--- config.mk ---
export PLATFORM = sky130hd
export DESIGN_NAME = sram_byte_ctrl
export DESIGN_NICKNAME = d
export VERILOG_FILES = /design/src/rtl/sram_ctrl_pkg.sv /design/src/rtl/sram_phase_timer.sv /design/src/rtl/sram_lane_unit.sv /design/src/rtl/sram_byte_ctrl.sv
export SDC_FILE = /design/constraint.sdc
export NUM_CORES = 1
export LEC_CHECK = 0
export BUFFER_PORTS_ARGS = -buffer_cell sky130_fd_sc_hd__buf_4
export CAP_MARGIN = 20
export CORE_UTILIZATION = 40
export CTS_CLUSTER_DIAMETER = 120
export DETAILED_ROUTE_END_ITERATION = 10
export PLACE_DENSITY = 0.69
export SYNTH_ARGS = -nofsm -noshare
export SYNTH_HDL_FRONTEND = slang
export SYNTH_SLANG_ARGS = --single-unit
export TNS_END_PERCENT = 1
--- constraint.sdc ---
create_clock -name clk -period 2.1 [get_ports clk]
set_input_delay 0.21 -clock clk [delete_from_list [all_inputs] [get_ports clk]]
set_output_delay 0.21 -clock clk [all_outputs]
set_load 0.03 [all_outputs]
--- src/rtl/sram_ctrl_pkg.sv ---
package sram_ctrl_pkg;

   typedef enum logic [1:0] {
      PH_IDLE,
      PH_RD,
      PH_WR_STROBE,
      PH_WR_TAIL
   } sram_phase_e;

   // nanoseconds to whole clock cycles, rounded up, never below one
   function automatic int unsigned ns_to_cycles(input int unsigned ns,
                                                input int unsigned clk_ns);
      int unsigned c;
      c = (ns + clk_ns - 1) / clk_ns;
      if (c < 1) c = 1;
      return c;
   endfunction

   function automatic int unsigned max2(input int unsigned a,
                                        input int unsigned b);
      return (a > b) ? a : b;
   endfunction

endpackage

--- src/rtl/sram_phase_timer.sv ---
module sram_phase_timer #(
   parameter int unsigned CNT_W = 4
) (
   input  logic             clk,
   input  logic             rst_n,
   input  logic             restart,
   output logic [CNT_W-1:0] cnt
);

   always_ff @(posedge clk) begin
      if (!rst_n) begin
         cnt <= '0;
      end else if (restart) begin
         cnt <= '0;
      end else if (cnt != {CNT_W{1'b1}}) begin
         cnt <= cnt + 1'b1;
      end
   end

endmodule

--- src/rtl/sram_lane_unit.sv ---
module sram_lane_unit #(
   parameter int unsigned LANE_W = 8
) (
   input  logic              clk,
   input  logic              rst_n,
   input  logic              load,
   input  logic              capture,
   input  logic              mask_bit,
   input  logic [LANE_W-1:0] wr_lane,
   input  logic [LANE_W-1:0] bus_lane,
   output logic              be_n,
   output logic [LANE_W-1:0] wr_out,
   output logic [LANE_W-1:0] rd_out
);

   always_ff @(posedge clk) begin
      if (!rst_n) begin
         be_n   <= 1'b1;
         wr_out <= '0;
         rd_out <= '0;
      end else begin
         if (load) begin
            be_n   <= ~mask_bit;
            wr_out <= wr_lane;
         end
         if (capture && !be_n) begin
            rd_out <= bus_lane;
         end
      end
   end

endmodule

--- src/rtl/sram_byte_ctrl.sv ---
module sram_byte_ctrl
   import sram_ctrl_pkg::*;
#(
   parameter int unsigned CLK_NS     = 10,
   parameter int unsigned ADDR_W     = 18,
   parameter int unsigned DATA_W     = 16,
   parameter int unsigned T_RC_NS    = 45,
   parameter int unsigned T_AA_NS    = 45,
   parameter int unsigned T_DOE_NS   = 22,
   parameter int unsigned T_HZ_NS    = 18,
   parameter int unsigned T_HZWE_NS  = 18,
   parameter int unsigned T_PWE_NS   = 35,
   parameter int unsigned T_SCE_NS   = 35,
   parameter int unsigned T_WC_NS    = 45,
   parameter int unsigned T_SD_NS    = 25
) (
   input  logic                clk,
   input  logic                rst_n,
   input  logic                req_valid,
   input  logic                req_write,
   input  logic [ADDR_W-1:0]   req_addr,
   input  logic [DATA_W-1:0]   req_wdata,
   input  logic [DATA_W/8-1:0] req_mask,
   output logic                ack,
   output logic [DATA_W-1:0]   rd_data,
   output logic [ADDR_W-1:0]   sram_addr,
   output logic                sram_ce_n,
   output logic                sram_oe_n,
   output logic                sram_we_n,
   output logic [DATA_W/8-1:0] sram_be_n,
   output logic [DATA_W-1:0]   sram_dq_out,
   output logic                sram_dq_oe,
   input  logic [DATA_W-1:0]   sram_dq_in
);

   localparam int unsigned LANES    = DATA_W / 8;
   // edges from one release to the earliest next accept (ack cycle + idle)
   localparam int unsigned IDLE_GAP = 2;

   localparam int unsigned RC_C   = ns_to_cycles(T_RC_NS,   CLK_NS);
   localparam int unsigned AA_C   = ns_to_cycles(T_AA_NS,   CLK_NS);
   localparam int unsigned DOE_C  = ns_to_cycles(T_DOE_NS,  CLK_NS);
   localparam int unsigned HZ_C   = ns_to_cycles(T_HZ_NS,   CLK_NS);
   localparam int unsigned HZWE_C = ns_to_cycles(T_HZWE_NS, CLK_NS);
   localparam int unsigned PWE_C  = ns_to_cycles(T_PWE_NS,  CLK_NS);
   localparam int unsigned SCE_C  = ns_to_cycles(T_SCE_NS,  CLK_NS);
   localparam int unsigned WC_C   = ns_to_cycles(T_WC_NS,   CLK_NS);
   localparam int unsigned SD_C   = ns_to_cycles(T_SD_NS,   CLK_NS);

   localparam int unsigned RD_C   = max2(max2(RC_C, AA_C), DOE_C);
   localparam int unsigned HZ_REM = (HZ_C > IDLE_GAP) ? (HZ_C - IDLE_GAP) : 1;
   localparam int unsigned DRV_C  = max2(HZWE_C, HZ_REM);
   localparam int unsigned WC_LOW = (WC_C > 1) ? (WC_C - 1) : 1;
   localparam int unsigned WE_C   = max2(max2(PWE_C, SCE_C),
                                         max2(WC_LOW, DRV_C + SD_C));
   localparam int unsigned MAX_C  = max2(RD_C, WE_C);
   localparam int unsigned CNT_W  = $clog2(MAX_C + 2);

   localparam logic [CNT_W-1:0] RD_LAST  = CNT_W'(RD_C - 1);
   localparam logic [CNT_W-1:0] DRV_LAST = CNT_W'(DRV_C - 1);
   localparam logic [CNT_W-1:0] WE_LAST  = CNT_W'(WE_C - 1);

   // elaboration-time parameter checks
   if (DATA_W < 8 || (DATA_W % 8) != 0) begin : g_bad_width
      $error("sram_byte_ctrl: DATA_W must be a positive multiple of 8");
   end
   if (ADDR_W < 1) begin : g_bad_addr
      $error("sram_byte_ctrl: ADDR_W must be at least 1");
   end
   if (CLK_NS < 1) begin : g_bad_clk
      $error("sram_byte_ctrl: CLK_NS must be at least 1");
   end

   sram_phase_e      phase_q;
   logic [CNT_W-1:0] cnt;
   logic             accept;
   logic             start_access;
   logic             capture;
   logic             ack_q;
   logic             ce_n_q;
   logic             oe_n_q;
   logic             we_n_q;
   logic             dq_oe_q;
   logic [ADDR_W-1:0] addr_q;

   assign accept       = (phase_q == PH_IDLE) && !ack_q && req_valid;
   assign start_access = accept && (|req_mask);
   assign capture      = (phase_q == PH_RD) && (cnt == RD_LAST);

   sram_phase_timer #(
      .CNT_W (CNT_W)
   ) u_timer (
      .clk     (clk),
      .rst_n   (rst_n),
      .restart (start_access),
      .cnt     (cnt)
   );

   for (genvar g = 0; g < LANES; g++) begin : g_lane
      sram_lane_unit #(
         .LANE_W (8)
      ) u_lane (
         .clk      (clk),
         .rst_n    (rst_n),
         .load     (start_access),
         .capture  (capture),
         .mask_bit (req_mask[g]),
         .wr_lane  (req_wdata[g*8 +: 8]),
         .bus_lane (sram_dq_in[g*8 +: 8]),
         .be_n     (sram_be_n[g]),
         .wr_out   (sram_dq_out[g*8 +: 8]),
         .rd_out   (rd_data[g*8 +: 8])
      );
   end

   always_ff @(posedge clk) begin
      if (!rst_n) begin
         phase_q <= PH_IDLE;
         ack_q   <= 1'b0;
         ce_n_q  <= 1'b1;
         oe_n_q  <= 1'b1;
         we_n_q  <= 1'b1;
         dq_oe_q <= 1'b0;
         addr_q  <= '0;
      end else begin
         ack_q <= 1'b0;
         unique case (phase_q)
            PH_IDLE: begin
               if (accept) begin
                  if (!(|req_mask)) begin
                     ack_q <= 1'b1;
                  end else begin
                     addr_q <= req_addr;
                     ce_n_q <= 1'b0;
                     if (req_write) begin
                        we_n_q  <= 1'b0;
                        phase_q <= PH_WR_STROBE;
                     end else begin
                        oe_n_q  <= 1'b0;
                        phase_q <= PH_RD;
                     end
                  end
               end
            end
            PH_RD: begin
               if (cnt == RD_LAST) begin
                  ce_n_q  <= 1'b1;
                  oe_n_q  <= 1'b1;
                  ack_q   <= 1'b1;
                  phase_q <= PH_IDLE;
               end
            end
            PH_WR_STROBE: begin
               if (cnt == DRV_LAST) begin
                  dq_oe_q <= 1'b1;
               end
               if (cnt == WE_LAST) begin
                  we_n_q  <= 1'b1;
                  phase_q <= PH_WR_TAIL;
               end
            end
            PH_WR_TAIL: begin
               ce_n_q  <= 1'b1;
               dq_oe_q <= 1'b0;
               ack_q   <= 1'b1;
               phase_q <= PH_IDLE;
            end
            default: phase_q <= PH_IDLE;
         endcase
      end
   end

   assign ack        = ack_q;
   assign sram_addr  = addr_q;
   assign sram_ce_n  = ce_n_q;
   assign sram_oe_n  = oe_n_q;
   assign sram_we_n  = we_n_q;
   assign sram_dq_oe = dq_oe_q;

endmodule

# Word level (Yosys, flattened, before mapping)
# Cells that the tools add are included.
[totals]
inputBits = 56
output_inout_bits = 57
ff_bits = 62
[op_classes]
eq_ne = 13
add_sub_neg = 1
n_mux = 24
n_reduce_logical = 22
n_bitwise = 3
[ops]
columns = ["operator", "n"]
rows = [
  ["$mux W1", 13],
  ["$mux W2", 5],
  ["$ne A2 B2 Y1 const B", 5],
  ["$reduce_and A5 Y1", 2],
  ["$pmux W2 S4", 1],
  ["$reduce_and A4 Y1", 2],
  ["$logic_and A1 B1 Y1", 6],
  ["$pmux W1 S2", 3],
  ["$pmux W1 S3", 2],
  ["$reduce_bool A2 Y1", 3],
  ["$eq A2 B2 Y1 const B", 2],
  ["$ne A2 B1 Y1 const B", 2],
  ["$reduce_or A2 Y1", 2],
  ["$add A3 B1 Y3 const B", 1],
  ["$eq A3 B1 Y1 const B", 1],
  ["$eq A3 B3 Y1 const B", 1],
  ["$logic_not A1 Y1", 3],
  ["$ne A3 B3 Y1 const B", 1],
  ["$not A1 Y1", 3],
  ["$reduce_and A3 Y1", 1],
  ["$reduce_bool A3 Y1", 1],
  ["$eq A2 B1 Y1 const B", 1],
  ["$logic_not A2 Y1", 1],
  ["$reduce_and A2 Y1", 1],
]

# Logic depth before layout (Yosys ltp)
# Gate-level depths: netlist of run 1.
[logic_depth]
word_depth = 5
depth_mapped = 6
ltp_nobuf = 5

# By module
# From an unflattened synthesis of run 1, not the netlist that was laid out.
[unflattened]
hier_cells = 257
hier_area_um2 = 2560.0
[modules_own_cells]
columns = ["module", "cells_per_inst", "n_inst", "seq_area_each_um2", "area_per_inst_um2"]
rows = [
  ["sram_lane_unit", 66, 2, 340.3, 686.9],
  ["sram_byte_ctrl", 113, 1, 500.5, 1054.8],
  ["sram_phase_timer", 12, 1, 60.1, 131.4],
]

# Worst setup path after synthesis of run 1
# Ideal clock, no wire load.
[synth_timing]
path_type = "flip-flop to flip-flop"
start = "register ack_q, in the netlist ack"
end = "register g_lane[0].u_lane.wr_out[7]"
t_arrival_ns = 1.532
stages_incl_launch_ff = 6
n_path_buf = 2
setup_slack_ns = 0.497
period_less_slack_ns = 1.603
path_cell_list = "dfxtp_1 or4b_4 nor2_4 buf_6 buf_8 mux2i_1"
[synth_via]
elab_chain_cells = 4
[synth_lines]
columns = ["element", "line_no", "rtl"]
rows = [
  ["start: declaration", "sram_byte_ctrl.sv:79", "logic ack_q;"],
  ["start signal: assignment", "sram_byte_ctrl.sv:119", "ack_q <= 1'b0;"],
  ["start signal: assignment", "sram_byte_ctrl.sv:126", "ack_q <= 1'b0;"],
  ["start signal: assignment", "sram_byte_ctrl.sv:131", "ack_q <= 1'b1;"],
  ["$logic_not A1 Y1", "sram_byte_ctrl.sv:86", "assign accept = (phase_q == PH_IDLE) && !ack_q && req_valid;"],
  ["$logic_and A1 B1 Y1 (2 in series)", "sram_byte_ctrl.sv:86", ""],
  ["$logic_and A1 B1 Y1", "sram_byte_ctrl.sv:87", "assign start_access = accept && (|req_mask);"],
  ["end signal: assignment", "sram_lane_unit.sv:24", "wr_out <= wr_lane;"],
  ["end: declaration", "sram_lane_unit.sv:12", "output logic [LANE_W-1:0] wr_out,"],
]
# Every way passes these cells.
# A chain may end at the register's enable or synchronous reset.

# Worst setup path in the final report of run 1
[layout_timing]
start = "register phase_q[0]"
end = "register g_lane[0].u_lane.wr_out[3]"
[layout_via]
elab_chain_cells = 4
[layout_lines]
columns = ["element", "line_no", "rtl"]
rows = [
  ["start: declaration", "sram_byte_ctrl.sv:74", "sram_phase_e phase_q;"],
  ["start signal: assignment", "sram_byte_ctrl.sv:118", "phase_q <= PH_IDLE;"],
  ["start signal: assignment", "sram_byte_ctrl.sv:137", "phase_q <= PH_WR_STROBE;"],
  ["start signal: assignment", "sram_byte_ctrl.sv:140", "phase_q <= PH_RD;"],
  ["$logic_not A2 Y1", "sram_byte_ctrl.sv:86", ""],
  ["$logic_and A1 B1 Y1 (2 in series)", "sram_byte_ctrl.sv:86", ""],
  ["$logic_and A1 B1 Y1", "sram_byte_ctrl.sv:87", ""],
]
# Every way passes these cells.

==> run summary, run 1 <==
The hold buffer count at CTS is 0. The worst hold path begins at sram_dq_in[14]. The initial standard-cell utilization of the core came out at a little over two fifths. The insertion delay to the later sink of the worst-skew pair is 0.33 ns. The total wire length came out at approximately 5800 um. The number of setup violations in the final report came out at 0.

The worst-case headroom to the max-slew limit is a little over half. The die is between 80 and 90 um tall. The residual DRC count is 0.

The maximum root-to-sink buffer count is 2. Setup repair after global routing left no endpoint under its margin. The top flip-flop cell by instance count after synthesis is sky130_fd_sc_hd__dfxtp_1. The number of max-cap violations is 0. The pre-antenna-repair detailed-routing pass consisted of 4 iterations.

The post-CTS setup buffer count is 0. The core area came out at about 6100 sq um. After detailed placement, the total cell area comes to 3440 sq um.

The setup slack of the worst register-to-register path came out at 0.43 ns. The total routing resource utilization after global routing is 17.6%. Once layout is done, the placed cells without fillers occupy ~3600 sq um.

The routed length per instance is approximately 12 um. The count of warnings emitted by yosys is 0. The clock root buffer is sky130_fd_sc_hd__clkbuf_8. The via-per-instance ratio came out at approximately 4.7. For this run, the register share of the synthesized area comes to a little under 50%.

The min-delay analysis places its worst path in the category in -> reg. The unique cell type count in the Yosys netlist is 33. In this run the worst path has a maximum fanout of 38.

The final-report max-slew violation count is 0. The fraction of registers with async set/reset came out at 0%. Clock-pin slew was measured on the worst setup and hold paths at ~0.07 ns.

At the worst endpoint, the required time is 2.35 ns. The final critical-path required period is about 1.7 ns. The critical path in this run is classified as reg -> reg. Routability-driven placement finished with a final weighted congestion of 0.860. The highest clock frequency the design can meet came out at ~600 MHz. The leftover overflow at the end of global routing came out at 0. The H-tree was split into 3 levels. The count of antenna-violating nets left after detailed routing came out at 0. On the final layout, the worst clock skew is 0.0110 ns. The summed instance area of the synthesized netlist came out at about 2600 sq um.

The die covers 6770 sq um. The number of inserted diodes came out at 0. Entering global routing, the biggest net connects 69 pins.

The top cell type by area accounts for between 40% and 50% of the synthesized area. The floorplan has 28 rows. The number of clock buffers inserted by TritonCTS came out at 9. The count of mapped cells out of synthesis is about 280. The number of cells on the worst hold path came out at 3. The global-route wire length before repair came out at around 8900 um. The end of the worst hold path is g_lane[1].u_lane.rd_out[6]. The share of post-route cells with drive strength above 1 came out at between 30% and 40%. The count of buffers from port buffering is between 100 and 150.

The die width came out at roughly 82 um. The final count of hold timing violations came out at 0. The transition time at the pin with the least slew margin is just under 0.7 ns. The top cell types in the final layout, fill and taps aside, are sky130_fd_sc_hd__buf_4, sky130_fd_sc_hd__nand2_1, sky130_fd_sc_hd__dfxtp_1, sky130_fd_sc_hd__mux2i_1, sky130_fd_sc_hd__clkbuf_8.

The smallest setup slack after layout came out at around 0.43 ns. The half-perimeter wire length of the detailed placement result is between 4000 and 5000 um. The number of antenna violations at the first check in global routing is 0. The worst setup path is launched from a flop.

The final critical-path share of the clock period came out at about four fifths. The number of nets in the layout came out at around 450. The number of enable flip-flop cells after synthesis came out at 0. Synthesis produced a netlist with a net count of about 340. The number of violations reported at the end of detailed-routing iteration 0 is 74.

The post-synthesis cell type with the largest combined area is sky130_fd_sc_hd__dfxtp_1. In this run the critical register-to-register path is captured at g_lane[0].u_lane.wr_out[3]. The flow ran to the end, and the final reports show no timing, DRC or antenna violations. The worst register-to-register path has a depth of 4. The power density over cell area came out at 775 nW/um^2.

The peak supply drop came out at ~0.00044 V. The final total negative setup slack came out at 0 ns. After synthesis, the mean cell area works out to about 9 sq um. Post-CTS repair changed the size of 0 cells. The synthesis-to-layout area growth is 40.6%. The data arrival time of the critical path is around 1.9 ns. In the post-synthesis netlist, the biggest area contributors are sky130_fd_sc_hd__dfxtp_1, sky130_fd_sc_hd__mux2i_1, sky130_fd_sc_hd__nand2_1, sky130_fd_sc_hd__ha_1, sky130_fd_sc_hd__clkbuf_1. The via count of the first global-routing pass came to approximately 2,000. The reg-to-reg startpoint is phase_q[0]. The synthesized design contains 62 register bits. The worst setup timing slack at the placement stage is around 0.44 ns. The leakage power of the design is ~1.6 nW. Leaving out fill and tap cells, the most frequent cell in the layout is sky130_fd_sc_hd__buf_4. The final route contains between 2,000 and 2,500 vias. TritonCTS built the clock tree. The worst setup path is captured at a flop. The clock net sink count is between 60 and 70. roughly 110 I/O pins were placed.
-- synth_stat cells, drive strengths merged (2+ instances only) --
| library cell | n |
|---|---|
| o21ai | 4 |
| mux2i | 52 |
| nor3b | 3 |
| a21oi | 3 |
| and2 | 2 |
| clkbuf | 12 |
| buf | 7 |
| nor2 | 5 |
| ha | 4 |
| inv | 6 |
| dfxtp | 62 |
| o31ai | 2 |
| nand2 | 103 |
-- worst max-delay path by stage --
| stage | from | endpoint | slack [ns] | depth (start not counted) |
|---|---|---|---|---|
| 6_report | phase_q[0] | g_lane[0].u_lane.wr_out[3] | 0.43 | 4 |
| 3_5_place_dp | phase_q[0] | g_lane[1].u_lane.wr_out[6] | 0.44 | 4 |
| 4_1_cts | phase_q[0] | g_lane[1].u_lane.wr_out[6] | 0.42 | 4 |
| 2_1_floorplan | ack | g_lane[0].u_lane.wr_out[7] | 0.50 | 5 |
| 5_1_grt | phase_q[0] | sram_addr[17] | 0.35 | 4 |
| 3_3_place_gp | phase_q[0] | sram_addr[16] | 0.50 | 4 |
-- registers in the layout, indices dropped and copies added, names as in the netlist --
register	count
ack	1
g_lane.u_lane.be_n	2
g_lane.u_lane.rd_out	16
g_lane.u_lane.wr_out	16
phase_q	2
sram_addr	18
sram_ce_n	1
sram_dq_oe	1
sram_oe_n	1
sram_we_n	1
u_timer.cnt	3
-- stage by stage --
| step | util (%) | instances | hold slack (ns) | power [mW] |
|---|---|---|---|---|
| floorplan | - | 279 | 0.352 | 1.66 |
| global placement | 56.8 | 451 | 0.443 | 1.85 |
| detailed placement | 56.8 | 451 | 0.447 | 1.85 |
| CTS | 59.8 | 467 | 0.114 | 2.85 |
| global route | 59.8 | 467 | 0.111 | 2.95 |
| finish | 59.8 | 467 | 0.131 | 2.81 |
-- worst max-delay path, stage by stage, from the launching register on --
cell,delay (ns)
sky130_fd_sc_hd__dfxtp_1,0.39
sky130_fd_sc_hd__or4b_4,0.58
sky130_fd_sc_hd__nor2_4,0.12
sky130_fd_sc_hd__buf_12,0.26
sky130_fd_sc_hd__mux2i_1,0.22
-- report_power, final --
group / total, mW / internal [mW] / switching, mW
clock: 0.988 / 0.546 / 0.443
combinational: 0.527 / 0.239 / 0.288
sequential: 1.30 / 1.25 / 0.0487
total: 2.81 / 2.03 / 0.779
-- logic make-up after synthesis --
| logic type | count (synthesis) | synth area share [%] |
|---|---|---|
| AOI/OAI and AO/OA | 15 | 3.88 |
| buffers and inverters | 25 | 5.72 |
| DFF | 62 | 48.1 |
| muxes | 52 | 20.2 |
| xor gates and xnor gates | 1 | 0.340 |
| adders and majority gates | 4 | 1.94 |
| and+or+nand+nor | 120 | 19.8 |
-- routing by layer --
| layer | wire length, um | GRT usage (%) | vias up |
|---|---|---|---|
| met5 | 0 | 0 | - |
| met4 | 83 | 8.25 | 0 |
| met3 | 409 | 6.59 | 6 |
| met2 | 2750 | 28.3 | 62 |
| met1 | 2520 | 20.8 | 995 |
| li1 | - | - | 1134 |
-- final cells by class --
type / count / area, sq um
Clock buffer: 12 / 135
Clock inverter: 4 / 47.5
Fill cell: 566 / 2430
Inverter: 6 / 22.5
Multi-Input combinational cell: 192 / 1190
Sequential cell: 62 / 1240
Tap cell: 75 / 93.8
Timing Repair Buffer: 116 / 896
Note: power is estimated with default switching activity, not from simulation.
==> run 2: changes to the inputs <==
--- a/config.mk
+++ b/config.mk
@@ -10,7 +10,7 @@
 export CORE_UTILIZATION = 40
 export CTS_CLUSTER_DIAMETER = 120
 export DETAILED_ROUTE_END_ITERATION = 10
-export PLACE_DENSITY = 0.69
+export PLACE_DENSITY = 0.72
 export SYNTH_ARGS = -nofsm -noshare
 export SYNTH_HDL_FRONTEND = slang
 export SYNTH_SLANG_ARGS = --single-unit
==> constraint.sdc (replaced) <==
create_clock -name clk -period 1.45 [get_ports clk]
set_input_delay 0.145 -clock clk [delete_from_list [all_inputs] [get_ports clk]]
set_output_delay 0.145 -clock clk [all_outputs]
set_load 0.03 [all_outputs]
==> run 2 against run 1 <==
- critical path depth unchanged
- clock-buffer cell count down 1
- first-iteration DRC count up 24%
- the run now ends with negative setup slack left
- sequential power up 44%
- largest power group unchanged
- critical endpoint is now sram_addr[9]
==> run summary, run 2 (synthesis gave the netlist of run 1 again) <==
The leftover overflow at the end of global routing is 0. The area after detailed placement is ~3500 sq um. The number of max-cap violations is 0.

The number of clock buffers inserted by TritonCTS is 9. The area of all placed cells without fillers is around 3700 sq um. The boundary pin count is roughly 110. The tree is rooted in a sky130_fd_sc_hd__clkbuf_8.

The residual DRC count is 0. The smallest setup slack after layout came out at -0.0782 ns. CTS saw 62 sinks. The count of standard-cell rows came out at 28. The number of nets in the layout came out at ~460.

The maximum root-to-sink buffer count is 2. The number of placed instances with taps included came out at about 460. The highest clock frequency the design can meet came out at around 650 MHz.

The clock tree synthesis step divided the H-tree into 3 levels. The initial standard-cell utilization of the core came out at between 40% and 50%. Power spread over the standard cell area amounts to 1060 nW/um^2. Leaving out filler cells and counting taps, the final layout contains between 400 and 500. The final count of hold timing violations is 0.

On the final layout, the worst clock skew is around 0.0073 ns. After clock tree synthesis, the clock-pin slew on the worst setup and hold paths is about 0.07 ns. The worst setup path is launched from a flop. In this run, the number of DRC markers left after iteration 0 of detailed routing was 92. The library cell used most frequently in the layout, excluding fill and tap cells, is sky130_fd_sc_hd__buf_4.

The overall via count from detail_route is ~2,200. The run finished, with violations left. The data arrival time of the critical path came out at between 1.5 and 2 ns. The number of inserted diodes is 0. The die footprint is between 6000 and 7000 sq um. The total routing resource utilization after global routing came out at between 10% and 20%. The share of post-route cells with drive strength above 1 came out at 37.8%.

The worst-case headroom to the max-slew limit is 65.9%. The checks that failed: negative setup slack. The global-route wire length before repair came out at 9450 um.

The final critical-path required period is around 1.5 ns. The final-report max-slew violation count came out at 0. The leakage power of the design is about 1.7 nW.

Across the VDD grid, the largest voltage drop is between 0.0007 and 0.0008 V. The die width is between 80 and 90 um. The transition time at the pin with the least slew margin is between 0.5 and 0.6 ns. The worst setup path is captured at a flop. Setup violations remaining at the end of the flow were counted as 37. The worst setup timing slack at the placement stage came out at -0.0665 ns. Buffers placed on the I/O ports in this run total ~110. The total wire length came out at 5840 um. The number of antenna violations at the first check in global routing came to 0. The post-CTS setup buffer count is 0.

Dividing the detail-routed via count by the number of cells gives between 4 and 5. The insertion delay to the later sink of the worst-skew pair came out at ~0.32 ns. The synthesis-to-layout area growth is 44.8%.

The core area came out at just over 6000 sq um. The final critical-path share of the clock period is 105%. The type of the tightest min-delay check is in -> reg.

The die span in y came out at approximately 82 um. Setup repair after global routing could not meet its margin everywhere. Leaving out fill and tap cells, the most frequent cells in the layout are sky130_fd_sc_hd__buf_4, sky130_fd_sc_hd__nand2_1, sky130_fd_sc_hd__dfxtp_1, sky130_fd_sc_hd__mux2i_1, sky130_fd_sc_hd__clkbuf_8.

On the final layout, the worst hold slack is approximately 0.076 ns. The number of flip-flops under the largest register name came out at 18. The via count of the first global-routing pass came out at about 2,100.

The worst path required time came out at about 1.7 ns. In this run the worst path has a maximum fanout of 20. The count of antenna-violating nets left after detailed routing is 0. The first detailed-routing pass took 4 iterations. The routed length per instance came out at between 10 and 15 um. TritonCTS built the clock tree.

The worst setup path is of the reg -> reg kind. The half-perimeter wire length of the detailed placement result is roughly 4100 um. The routability congestion estimate is ~0.80. Entering global routing, the biggest net connects between 100 and 150 pins.
-- run 2: changes by cell type in the layout (fill, tap and decap cells not counted), sizes merged --
cell / delta
clkbuf: -1
bufinv: -1
buf: +8
clkinvlp: -1
-- run 2: routing by layer --
layer / part of all wire, % / GRT usage (%)
met3: 6.8 / 5.27
met2: 47 / 28.7
met1: 45 / 23.2
met5: 0 / 0
met4: 1.8 / 10.4
-- run 2: repair_timing --
action | in CTS | in global routing
endpoints found under the setup margin | 38 | 58
hold buffers | 0 | 0
resized for setup | 2 | 7
pin swaps | 0 | 1
-- run 2: per-stage QoR --
step	utilization [%]	total power, mW	setup TNS [ns]
5_1_grt	61.6	4.18	-4.00
3_5_place_dp	58.4	2.73	-1.36
4_1_cts	61.2	4.02	-2.12
3_3_place_gp	58.4	2.71	-0.0281
6_report	61.6	3.96	-1.99
2_1_floorplan	-	2.40	-2.92
-- run 2: critical path, stage by stage (launching register included) --
cell and delay, ns:
sky130_fd_sc_hd__dfxtp_2 0.32, sky130_fd_sc_hd__or4b_4 0.56, sky130_fd_sc_hd__nor2_4 0.16, sky130_fd_sc_hd__buf_12 0.20
sky130_fd_sc_hd__mux2i_1 0.20
-- run 2: path summary, 6_finish.rpt --
path	start	to	slack (ns)	depth (start not counted)
max	phase_q[1]	sram_addr[9]	-0.08	4
min	req_wdata[15]	g_lane[1].u_lane.wr_out[7]	0.08	3
max reg2reg	phase_q[1]	sram_addr[9]	-0.08	4
min reg2reg	g_lane[0].u_lane.wr_out[2]	g_lane[0].u_lane.wr_out[2]	0.46	2
-- run 2: power by group --
group | switching, mW | leakage (nW) | internal, mW | total [mW]
clock network | 0.584 | 0.0869 | 0.679 | 1.26
logic | 0.446 | 1.10 | 0.387 | 0.833
registers | 0.0601 | 0.507 | 1.81 | 1.87
total | 1.09 | 1.70 | 2.87 | 3.96
-- run 2: area by class of cell --
type	count	area [sq um]
Fill cell	549	2330
Sequential cell	62	1240
Multi-Input combinational cell	192	1220
Timing Repair Buffer	124	993
Clock buffer	11	151
Tap cell	75	93.8
Inverter	6	22.5
Clock inverter	2	10.0
